**src/rtl/raid5_map_pkg.sv**
```systemverilog
`timescale 1ns/1ps
package raid5_map_pkg;

    typedef enum logic [0:0] {
        ST_EMPTY  = 1'b0,
        ST_LOADED = 1'b1
    } out_state_e;

    // smallest p with 2^p mod ncol == 1 (ncol odd)
    function automatic int fold_period(input int ncol);
        int r;
        int found;
        r = 1;
        found = 0;
        for (int p = 1; p <= 30; p++) begin
            r = (r * 2) % ncol;
            if (found == 0 && r == 1) found = p;
        end
        return (found == 0) ? 1 : found;
    endfunction

    function automatic int ceil_div(input int a, input int b);
        return (a + b - 1) / b;
    endfunction

    function automatic int max_int(input int a, input int b);
        return (a > b) ? a : b;
    endfunction

endpackage

```
**src/rtl/raid5_stripe_mod.sv**
```systemverilog
`timescale 1ns/1ps
module raid5_stripe_mod
    import raid5_map_pkg::*;
#(
    parameter int IN_W  = 14,
    parameter int NCOL  = 5,
    parameter int RES_W = 3
) (
    input  logic [IN_W-1:0]  value,
    output logic [RES_W-1:0] residue
);
    localparam int P      = fold_period(NCOL);
    localparam int NCH    = ceil_div(IN_W, P);
    localparam int PAD_W  = NCH * P;
    localparam int SUM_W  = max_int($clog2(NCH * ((1 << P) - 1) + 1), P + 1);
    localparam int NCH2   = ceil_div(SUM_W, P);
    localparam int PAD2_W = NCH2 * P;
    localparam int NFOLD  = 3;
    localparam int SUB_N  = ceil_div(1 << (P + 1), NCOL) + 1;

    // one fold step: sum of P-bit chunks keeps the value modulo NCOL
    function automatic logic [SUM_W-1:0] fold_once(input logic [SUM_W-1:0] x);
        logic [PAD2_W-1:0] px;
        logic [SUM_W-1:0]  s;
        px = PAD2_W'(x);
        s  = '0;
        for (int c = 0; c < NCH2; c++) begin
            s = s + SUM_W'(px[c*P +: P]);
        end
        return s;
    endfunction

    logic [PAD_W-1:0] padded;
    logic [SUM_W-1:0] stage_v [0:NFOLD];

    assign padded = PAD_W'(value);

    always_comb begin
        stage_v[0] = '0;
        for (int c = 0; c < NCH; c++) begin
            stage_v[0] = stage_v[0] + SUM_W'(padded[c*P +: P]);
        end
    end

    for (genvar s = 0; s < NFOLD; s++) begin : g_fold
        assign stage_v[s+1] = fold_once(stage_v[s]);
    end

    always_comb begin
        logic [SUM_W-1:0] acc;
        acc = stage_v[NFOLD];
        for (int k = 0; k < SUB_N; k++) begin
            if (acc >= SUM_W'(NCOL)) acc = acc - SUM_W'(NCOL);
        end
        residue = RES_W'(acc);
    end

endmodule

```
**src/rtl/raid5_col_place.sv**
```systemverilog
`timescale 1ns/1ps
module raid5_col_place #(
    parameter int NCOL  = 5,
    parameter int OFS_W = 2,
    parameter int COL_W = 3
) (
    input  logic [COL_W-1:0] rot,
    input  logic [OFS_W-1:0] offset,
    output logic [COL_W-1:0] par_col,
    output logic [COL_W-1:0] data_col
);
    logic [COL_W-1:0] ofs_ext;

    assign ofs_ext = COL_W'(offset);

    always_comb begin
        par_col  = COL_W'(NCOL - 1) - rot;
        data_col = (ofs_ext < par_col) ? ofs_ext : ofs_ext + COL_W'(1);
    end

endmodule

```
**src/rtl/raid5_out_stage.sv**
```systemverilog
`timescale 1ns/1ps
module raid5_out_stage
    import raid5_map_pkg::*;
#(
    parameter int STRIPE_W = 14,
    parameter int COL_W    = 3
) (
    input  logic                clk,
    input  logic                rst_n,
    input  logic                in_valid,
    input  logic [STRIPE_W-1:0] in_stripe,
    input  logic [COL_W-1:0]    in_data_col,
    input  logic [COL_W-1:0]    in_par_col,
    output logic                out_valid,
    output logic [STRIPE_W-1:0] out_stripe,
    output logic [COL_W-1:0]    out_data_col,
    output logic [COL_W-1:0]    out_par_col
);
    out_state_e state_q;
    out_state_e state_d;

    always_comb begin
        state_d = state_q;
        unique case (state_q)
            ST_EMPTY:  state_d = in_valid ? ST_LOADED : ST_EMPTY;
            ST_LOADED: state_d = in_valid ? ST_LOADED : ST_EMPTY;
            default:   state_d = ST_EMPTY;
        endcase
    end

    always_ff @(posedge clk or negedge rst_n) begin
        if (!rst_n) state_q <= ST_EMPTY;
        else        state_q <= state_d;
    end

    always_ff @(posedge clk or negedge rst_n) begin
        if (!rst_n) begin
            out_stripe   <= '0;
            out_data_col <= '0;
            out_par_col  <= '0;
        end else if (in_valid) begin
            out_stripe   <= in_stripe;
            out_data_col <= in_data_col;
            out_par_col  <= in_par_col;
        end
    end

    assign out_valid = (state_q == ST_LOADED);


    valid_lat_chk: assert property (@(posedge clk) disable iff (!rst_n)
        in_valid |=> out_valid);

    no_spurious_chk: assert property (@(posedge clk) disable iff (!rst_n)
        !in_valid |=> !out_valid);

    hold_idle_chk: assert property (@(posedge clk) disable iff (!rst_n)
        !in_valid |=> ($stable(out_stripe) && $stable(out_data_col) && $stable(out_par_col)));

endmodule

```
**src/rtl/raid5_place_map.sv**
```systemverilog
`timescale 1ns/1ps
module raid5_place_map #(
    parameter int IDX_W = 16,
    parameter int NCOL  = 5
) (
    input  logic                            clk,
    input  logic                            rst_n,
    input  logic                            blk_valid,
    input  logic [IDX_W-1:0]                blk_idx,
    output logic                            map_valid,
    output logic [IDX_W-$clog2(NCOL-1)-1:0] map_stripe,
    output logic [$clog2(NCOL)-1:0]         map_data_col,
    output logic [$clog2(NCOL)-1:0]         map_par_col
);
    localparam int DPS      = NCOL - 1;
    localparam int OFS_W    = $clog2(DPS);
    localparam int STRIPE_W = IDX_W - OFS_W;
    localparam int COL_W    = $clog2(NCOL);

    if (NCOL < 3 || (NCOL % 2) == 0 || ((DPS & (DPS - 1)) != 0)) begin : g_bad_ncol
        $error("column count must be odd with a power-of-two data block count");
    end

    logic [STRIPE_W-1:0] stripe;
    logic [OFS_W-1:0]    offset;
    logic [COL_W-1:0]    rot;
    logic [COL_W-1:0]    par_col;
    logic [COL_W-1:0]    data_col;

    assign stripe = blk_idx[IDX_W-1:OFS_W];
    assign offset = blk_idx[OFS_W-1:0];

    raid5_stripe_mod #(
        .IN_W  (STRIPE_W),
        .NCOL  (NCOL),
        .RES_W (COL_W)
    ) i_mod (
        .value   (stripe),
        .residue (rot)
    );

    raid5_col_place #(
        .NCOL  (NCOL),
        .OFS_W (OFS_W),
        .COL_W (COL_W)
    ) i_place (
        .rot      (rot),
        .offset   (offset),
        .par_col  (par_col),
        .data_col (data_col)
    );

    raid5_out_stage #(
        .STRIPE_W (STRIPE_W),
        .COL_W    (COL_W)
    ) i_out (
        .clk          (clk),
        .rst_n        (rst_n),
        .in_valid     (blk_valid),
        .in_stripe    (stripe),
        .in_data_col  (data_col),
        .in_par_col   (par_col),
        .out_valid    (map_valid),
        .out_stripe   (map_stripe),
        .out_data_col (map_data_col),
        .out_par_col  (map_par_col)
    );


    par_range_chk: assert property (@(posedge clk) disable iff (!rst_n)
        map_valid |-> (map_par_col < COL_W'(NCOL)));

    par_rotate_chk: assert property (@(posedge clk) disable iff (!rst_n)
        (map_valid && $past(map_valid) && $past(map_stripe) != '1
         && map_stripe == $past(map_stripe) + STRIPE_W'(1))
        |-> (map_par_col == (($past(map_par_col) == '0) ? COL_W'(NCOL - 1)
                                                        : $past(map_par_col) - COL_W'(1))));

    col_distinct_chk: assert property (@(posedge clk) disable iff (!rst_n)
        map_valid |-> (map_data_col != map_par_col && map_data_col < COL_W'(NCOL)));

    stripe_track_chk: assert property (@(posedge clk) disable iff (!rst_n)
        blk_valid |=> (map_stripe == $past(blk_idx[IDX_W-1:OFS_W])));

endmodule

```
**config.mk**
```make
export PLATFORM = sky130hd
export DESIGN_NAME = raid5_place_map
export DESIGN_NICKNAME = d
export VERILOG_FILES = /design/src/rtl/raid5_map_pkg.sv /design/src/rtl/raid5_stripe_mod.sv /design/src/rtl/raid5_col_place.sv /design/src/rtl/raid5_out_stage.sv /design/src/rtl/raid5_place_map.sv
export SDC_FILE = /design/constraint.sdc
export NUM_CORES = 1
export LEC_CHECK = 0
export ABC_AREA = 1
export BUFFER_PORTS_ARGS = -buffer_cell sky130_fd_sc_hd__buf_2
export CORE_MARGIN = 2
export CORE_UTILIZATION = 45
export CTS_CLUSTER_DIAMETER = 150
export CTS_CLUSTER_SIZE = 25
export DETAILED_ROUTE_END_ITERATION = 10
export HOLD_SLACK_MARGIN = 0.08
export PLACE_DENSITY = 0.64
export SLEW_MARGIN = 10
export SYNTH_ARGS = -nofsm -noshare
export SYNTH_HDL_FRONTEND = slang
export SYNTH_SLANG_ARGS = --single-unit
export TNS_END_PERCENT = 100
```
**constraint.sdc**
```tcl
create_clock -name clk -period 1.7 [get_ports clk]
set_input_delay 0.17 -clock clk [delete_from_list [all_inputs] [get_ports clk]]
set_output_delay 0.17 -clock clk [all_outputs]
set_load 0.01 [all_outputs]
```
After elaboration in Yosys (flattened, before gate mapping)
Cells that the tools add are included.
Widths: inputs -> output; s select.
{"block": "word_totals", "register_bits": 21, "in_bits": 19, "out_inout_bits": 21, "word_cells": 39}
{"block": "classes", "add_sub_neg": 16, "magnitude_cmp": 9, "muxes": 10}
{"operator": "$ge 6x3->1 const B", "count": 8}
{"operator": "$mux 6", "count": 7}
{"operator": "$sub 6x3->6 const B", "count": 7}
{"operator": "$add 4x2->5", "count": 3}
{"operator": "$add 6x2->6", "count": 1}
{"operator": "$add 6x4->6", "count": 1}
{"operator": "$mux 3", "count": 2}
{"operator": "$add 4x4->5", "count": 1}
{"operator": "$add 2x1->3 const B", "count": 1}
{"operator": "$lt 2x3->1", "count": 1}
{"operator": "$sub 3x3->3 const A", "count": 1}
{"operator": "$sub 3x3->3 const B", "count": 1}
{"operator": "$mux 1", "count": 1}

Longest topological paths before layout
{"block": "depth", "depth_word": 25, "depth_mapped": 67, "mapped_depth_nobuf": 67}

Modules after synthesis
From an unflattened synthesis, not the netlist that was laid out.
{"block": "hier_totals", "hier_cells": 334, "hier_area_um2": 2378.5}
{"module": "raid5_stripe_mod", "instances": 1, "cells_each": 225, "area_each_um2": 1452.6, "seq_area_each_um2": 0.0}
{"module": "raid5_out_stage", "instances": 1, "cells_each": 86, "area_each_um2": 792.0, "seq_area_each_um2": 525.5}
{"module": "raid5_col_place", "instances": 1, "cells_each": 23, "area_each_um2": 133.9, "seq_area_each_um2": 0.0}

Worst setup path after synthesis
Ideal clock, no wire load.
{"block": "synth_timing", "path_type": "input to register", "from": "in blk_idx[2]", "to": "reg i_out.out_data_col[0]", "setup_ns": 0.117, "t_arrival_ns": 7.283, "required_time_ns": 1.583, "setup_slack_ns": -5.700, "path_stages": 64, "n_path_buf": 0, "path_cell_list": "ha_1 > inv_1 > fa_1 > inv_1 > fa_1 > ha_1 > a21oi_1 > nor2_1 > nor2_1 > xnor2_1 > ha_1 > inv_1 > fa_1 > inv_1 > nand2_2 > nor2_1 > ha_1 > ha_1 > [... 28 more ...] > nand2_1 > nand2_1 > inv_1 > ha_1 > inv_1 > nand4_1 > nand3_1 > nand2_1 > nand2_2 > nand2_1 > nand2_1 > ha_1 > nand2_1 > nand2_2 > nand3_2 > nand2_1 > nand3_1 > nand2_1"}
{"block": "synth_via", "elab_chain_len": 25, "elab_cells_between_ends": 33, "classes_between": "add/sub: 15; order compare: 9; mux: 9"}
{"item": "from (decl)", "line": "raid5_place_map.sv:9", "rtl": "input logic [IDX_W-1:0] blk_idx,"}
{"item": "$add 4x4->5 *", "line": "raid5_stripe_mod.sv:41", "rtl": "stage_v[0] = stage_v[0] + SUM_W'(padded[c*P +: P]);"}
{"item": "$add 6x4->6 *", "line": "raid5_stripe_mod.sv:41"}
{"item": "$add 6x2->6 *", "line": "raid5_stripe_mod.sv:41"}
{"item": "$add 4x2->5 * (3 in series)", "line": "raid5_stripe_mod.sv:28", "rtl": "s = s + SUM_W'(px[c*P +: P]);"}
{"item": "$sub 6x3->6 / $ge 6x3->1 (equally long branches)", "line": "raid5_stripe_mod.sv:53", "rtl": "if (acc >= SUM_W'(NCOL)) acc = acc - SUM_W'(NCOL);"}
{"item": "$mux 6 *", "line": "raid5_stripe_mod.sv:53"}
{"item": "$sub 6x3->6 / $ge 6x3->1 (equally long branches)", "line": "raid5_stripe_mod.sv:53"}
{"item": "$mux 6 *", "line": "raid5_stripe_mod.sv:53"}
{"item": "[... 7 more ...]"}
{"item": "$mux 6 *", "line": "raid5_stripe_mod.sv:53"}
{"item": "$sub 6x3->6 / $ge 6x3->1 (equally long branches)", "line": "raid5_stripe_mod.sv:53"}
{"item": "$mux 6 *", "line": "raid5_stripe_mod.sv:53"}
{"item": "$ge 6x3->1 / $sub 3x3->3 (equally long branches)", "line": "raid5_stripe_mod.sv:53"}
{"item": "$mux 3 *", "line": "raid5_stripe_mod.sv:53"}
{"item": "$sub 3x3->3 *", "line": "raid5_col_place.sv:17", "rtl": "par_col = COL_W'(NCOL - 1) - rot;"}
{"item": "$lt 2x3->1 *", "line": "raid5_col_place.sv:18", "rtl": "data_col = (ofs_ext < par_col) ? ofs_ext : ofs_ext + COL_W'(1);"}
{"item": "$mux 3 *", "line": "raid5_col_place.sv:18"}
{"item": "to (signal assigned)", "line": "raid5_out_stage.sv:43", "rtl": "out_data_col <= in_data_col;"}
{"item": "to (decl)", "line": "raid5_out_stage.sv:16", "rtl": "output logic [COL_W-1:0] out_data_col,"}
Mark *: on every way between the ends. The rest lies on a longest branch, timed or not.
A chain may end at the register's enable or synchronous reset.

Worst setup path after layout
{"block": "layout_timing", "from": "in blk_idx[2]", "to": "reg i_out.out_data_col[1]"}
The elaborated chain is that of the path after synthesis.

==> results.json <==
{
  "synth_warnings": 0,
  "globalRouteOverflowTotal": 0,
  "worst_clock_skew_ns": 0,
  "routed_wire_length_um": 6350,
  "worstPathArrival_ns": 7.52,
  "mappedNetlistNets": 401,
  "drt_pass1_iterations": 4,
  "crit_path_start_kind": "input pin",
  "slowest_cp_cell": "sky130_fd_sc_hd__fa_1",
  "crit_path_end_kind": "flop",
  "final_net_count": 544,
  "yosys.cell_types.count": 30,
  "fin_crit_sh_pct": 433,
  "timing.final.hold_violations": 0,
  "antenna_violations_before_repair": 0,
  "die_h_um": 77.4,
  "yosys.area_share.simple_pct": 44.3,
  "final_core_util_pct": 76.5,
  "synth_compound_gate_area_share_pct": 6.05,
  "tritoncts": "yes",
  "num_rows": 26,
  "die_width_um": 77.4,
  "synth.avg_cell_area_um2": 6.82,
  "global_route.usage.total_pct": 21.9,
  "detail_route.drc_violations": 0,
  "dp_hpwl_um": 4600,
  "synth_top_cell_area_share_pct": 21.7,
  "postLayoutSetupSlackWorst_ns": -5.66,
  "clk_latency_ns": 0.26,
  "post-synth-top-area-cell": "sky130_fd_sc_hd__dfrtp_1",
  "hold_path.startpoint": "blk_idx[6]",
  "dpl_cell_area_um2": 3330,
  "gpl.final_weighted_congestion": 0.821,
  "grt_pass1_wl_um": 11200,
  "core_area_um2": 5140,
  "final_report_max_slew_violation_count": 0,
  "violations": "setup timing",
  "slowest_delay_ns": 0.51,
  "status": "finished with violations",
  "ios": 40,
  "start_util_pct": 47.1,
  "io_buffer_count": 39,
  "dpl.cell_count": 527,
  "antenna-diode-count": 0,
  "tritoncts_num_sinks": 21,
  "grt_setup_unrepaired": "yes",
  "timing.hold.worst.class": "in2reg",
  "synthCells": 355,
  "synth_top_family_by_area": "simple AND/OR/NAND/NOR gates",
  "cts.htree.levels": 1,
  "slew_headroom_pct": 70.0,
  "route.detailed.wl_per_inst_um": 11.2,
  "finalCriticalPeriod_ns": 7.36,
  "layout_cells_sized_above_1_pct": 53.5,
  "synthMuxAreaShare_pct": 0,
  "detail_route.vias_per_cell": 4.74,
  "critical_path_required_ns": 1.86,
  "setup_violations": 6,
  "cell_area_after_synthesis_um2": 2420,
  "via_count": 2687,
  "post_layout_nonfiller_instances": 567,
  "grt_max_degree": 22,
  "post_synth_xor_area_fraction_pct": 2.17,
  "maxClockFrequency_ghz": 0.136,
  "criticalPathCategory": "in2reg",
  "seq_area_frac_synth_pct": 21.7,
  "synth_top_cells_by_area": "sky130_fd_sc_hd__dfrtp_1, sky130_fd_sc_hd__nand2_1, sky130_fd_sc_hd__ha_1, sky130_fd_sc_hd__inv_1, sky130_fd_sc_hd__nand2_2",
  "path_clk_slew_ns": 0.08,
  "final_antenna_net_count": 0,
  "ctsLongestPathBuffers": 2,
  "cp-startpoint": "blk_idx[2]",
  "worst-slew-pin-transition_ns": 0.449,
  "flow.area_growth_from_synthesis_pct": 62.3,
  "fp.dieArea_um2": 5980,
  "detailedRoute.firstIterationViolations": 35,
  "cp_max_fo": 5,
  "grt_pass1_vias": 2741,
  "final_design_area_no_fill_um2": 3930,
  "cts_inserted_buffers": 3,
  "clk_root_buffer_cell": "sky130_fd_sc_hd__clkbuf_8",
  "regToRegStartpoint": "i_out.out_stripe[12]",
  "synth-seq-cells": 21,
  "synthAdderAreaFrac_pct": 15.5,
  "max-cap-violations": 0
}
flip-flops by register name, summed over array words and instances, names as in the netlist:
| name | flops |
|---|---|
| i_out.out_stripe | 14 |
| i_out.out_valid | 1 |
| i_out.out_par_col | 3 |
| i_out.out_data_col | 3 |
worst max-delay path, delay by kind of cell:
| family | cells | cell delay [ns] |
|---|---|---|
| buf+inv | 12 | 0.61 |
| compound gates | 2 | 0.22 |
| simple gates | 35 | 3.21 |
| fa+ha+maj | 13 | 3.15 |
| xor+xnor | 1 | 0.14 |
Yosys cell counts:
library cell,n
sky130_fd_sc_hd__inv_1,53
sky130_fd_sc_hd__nand2_2,23
sky130_fd_sc_hd__o2bb2ai_1,1
sky130_fd_sc_hd__inv_2,9
sky130_fd_sc_hd__a21oi_1,6
sky130_fd_sc_hd__o21ai_0,8
sky130_fd_sc_hd__nor2_4,1
sky130_fd_sc_hd__o21ai_1,3
sky130_fd_sc_hd__nand2_4,6
sky130_fd_sc_hd__nand4_2,1
sky130_fd_sc_hd__nor2_2,3
sky130_fd_sc_hd__a21boi_2,1
sky130_fd_sc_hd__dfrtp_1,21
sky130_fd_sc_hd__ha_1,22
sky130_fd_sc_hd__xnor2_1,3
sky130_fd_sc_hd__nand4_1,12
sky130_fd_sc_hd__and2_1,1
sky130_fd_sc_hd__a31oi_1,2
sky130_fd_sc_hd__o211ai_2,1
sky130_fd_sc_hd__nand3_1,23
sky130_fd_sc_hd__nand3_2,8
sky130_fd_sc_hd__nor2_1,9
sky130_fd_sc_hd__clkbuf_1,3
sky130_fd_sc_hd__nand3_4,2
sky130_fd_sc_hd__a21oi_4,1
sky130_fd_sc_hd__fa_1,5
sky130_fd_sc_hd__nand2_1,120
sky130_fd_sc_hd__nand3b_1,3
sky130_fd_sc_hd__xor2_1,3
sky130_fd_sc_hd__buf_2,1
layer usage:
layer	vias to the layer above	wire length (µm)	GRT usage (%)
met5	-	0	0
met4	0	120	6.25
met3	15	170	2.21
met2	50	3220	40.7
met1	1204	2840	26.6
li1	1418	-	-
layout make-up:
| class | instances | area [µm²] |
|---|---|---|
| Clock buffer | 3 | 41.3 |
| Timing Repair Buffer | 142 | 1010 |
| Clock inverter | 1 | 5.00 |
| Fill cell | 397 | 1210 |
| Inverter | 62 | 238 |
| Multi-Input combinational cell | 268 | 2020 |
| Tap cell | 70 | 87.6 |
| Sequential cell | 21 | 526 |
path summary, 6_finish.rpt:
kind / slack (ns) / cells past startpoint / end
worst max register to register: 1.03 / 2 / i_out.out_stripe[12]
worst min-delay path: 0.11 / 3 / i_out.out_stripe[4]
worst min register to register: 0.47 / 2 / i_out.out_stripe[9]
max in group asynchronous: 1.00 / 2 / i_out.out_stripe[1]
min in group asynchronous: 0.39 / 2 / i_out.out_stripe[4]
worst max-delay path: -5.66 / 63 / i_out.out_data_col[1]
cell families after synthesis:
| logic type | count (synthesis) |
|---|---|
| xor+xnor | 6 |
| fa+ha+maj | 27 |
| buf+inv | 66 |
| simple gates | 212 |
| flops | 21 |
| compound gates | 23 |
through the flow:
stage	setup TNS [ns]	hold slack (ns)	setup WS (ns)
2_1_floorplan	-31.07	-0.126	-5.48
5_1_grt	-35.96	0.119	-6.23
3_3_place_gp	-34.12	0.146	-5.98
4_1_cts	-32.38	0.115	-5.62
6_report	-32.80	0.109	-5.66
3_5_place_dp	-34.68	0.144	-6.09
placed cells by master (no fill, tap or decap), types with 3 or more instances in the layout:
cell	count
sky130_fd_sc_hd__a21oi_1	4
sky130_fd_sc_hd__buf_2	37
sky130_fd_sc_hd__buf_4	95
sky130_fd_sc_hd__buf_6	8
sky130_fd_sc_hd__clkbuf_8	3
sky130_fd_sc_hd__dfrtp_1	21
sky130_fd_sc_hd__fa_2	3
sky130_fd_sc_hd__ha_1	10
sky130_fd_sc_hd__ha_2	3
sky130_fd_sc_hd__ha_4	9
sky130_fd_sc_hd__inv_1	37
sky130_fd_sc_hd__inv_2	23
sky130_fd_sc_hd__nand2_1	100
sky130_fd_sc_hd__nand2_2	28
sky130_fd_sc_hd__nand2_4	21
sky130_fd_sc_hd__nand3_1	16
sky130_fd_sc_hd__nand3_2	10
sky130_fd_sc_hd__nand3_4	7
sky130_fd_sc_hd__nand3b_1	3
sky130_fd_sc_hd__nand4_1	12
sky130_fd_sc_hd__nor2_1	7
sky130_fd_sc_hd__nor2_4	4
sky130_fd_sc_hd__o21ai_0	6
sky130_fd_sc_hd__o21ai_2	3
sky130_fd_sc_hd__xnor2_1	3
sky130_fd_sc_hd__xor2_1	3
what timing repair did:
item / in CTS / in global routing
pin swaps: 55 / 61
hold buffers: 1 / 0
hold endpoints to repair: 21 / 0
resized for setup: 49 / 29
buffers inserted: 30 / 10
setup endpoints to repair: 6 / 6
Power is not shown: default switching activity piles up to over one toggle a cycle in this logic, so the estimate is an artifact.
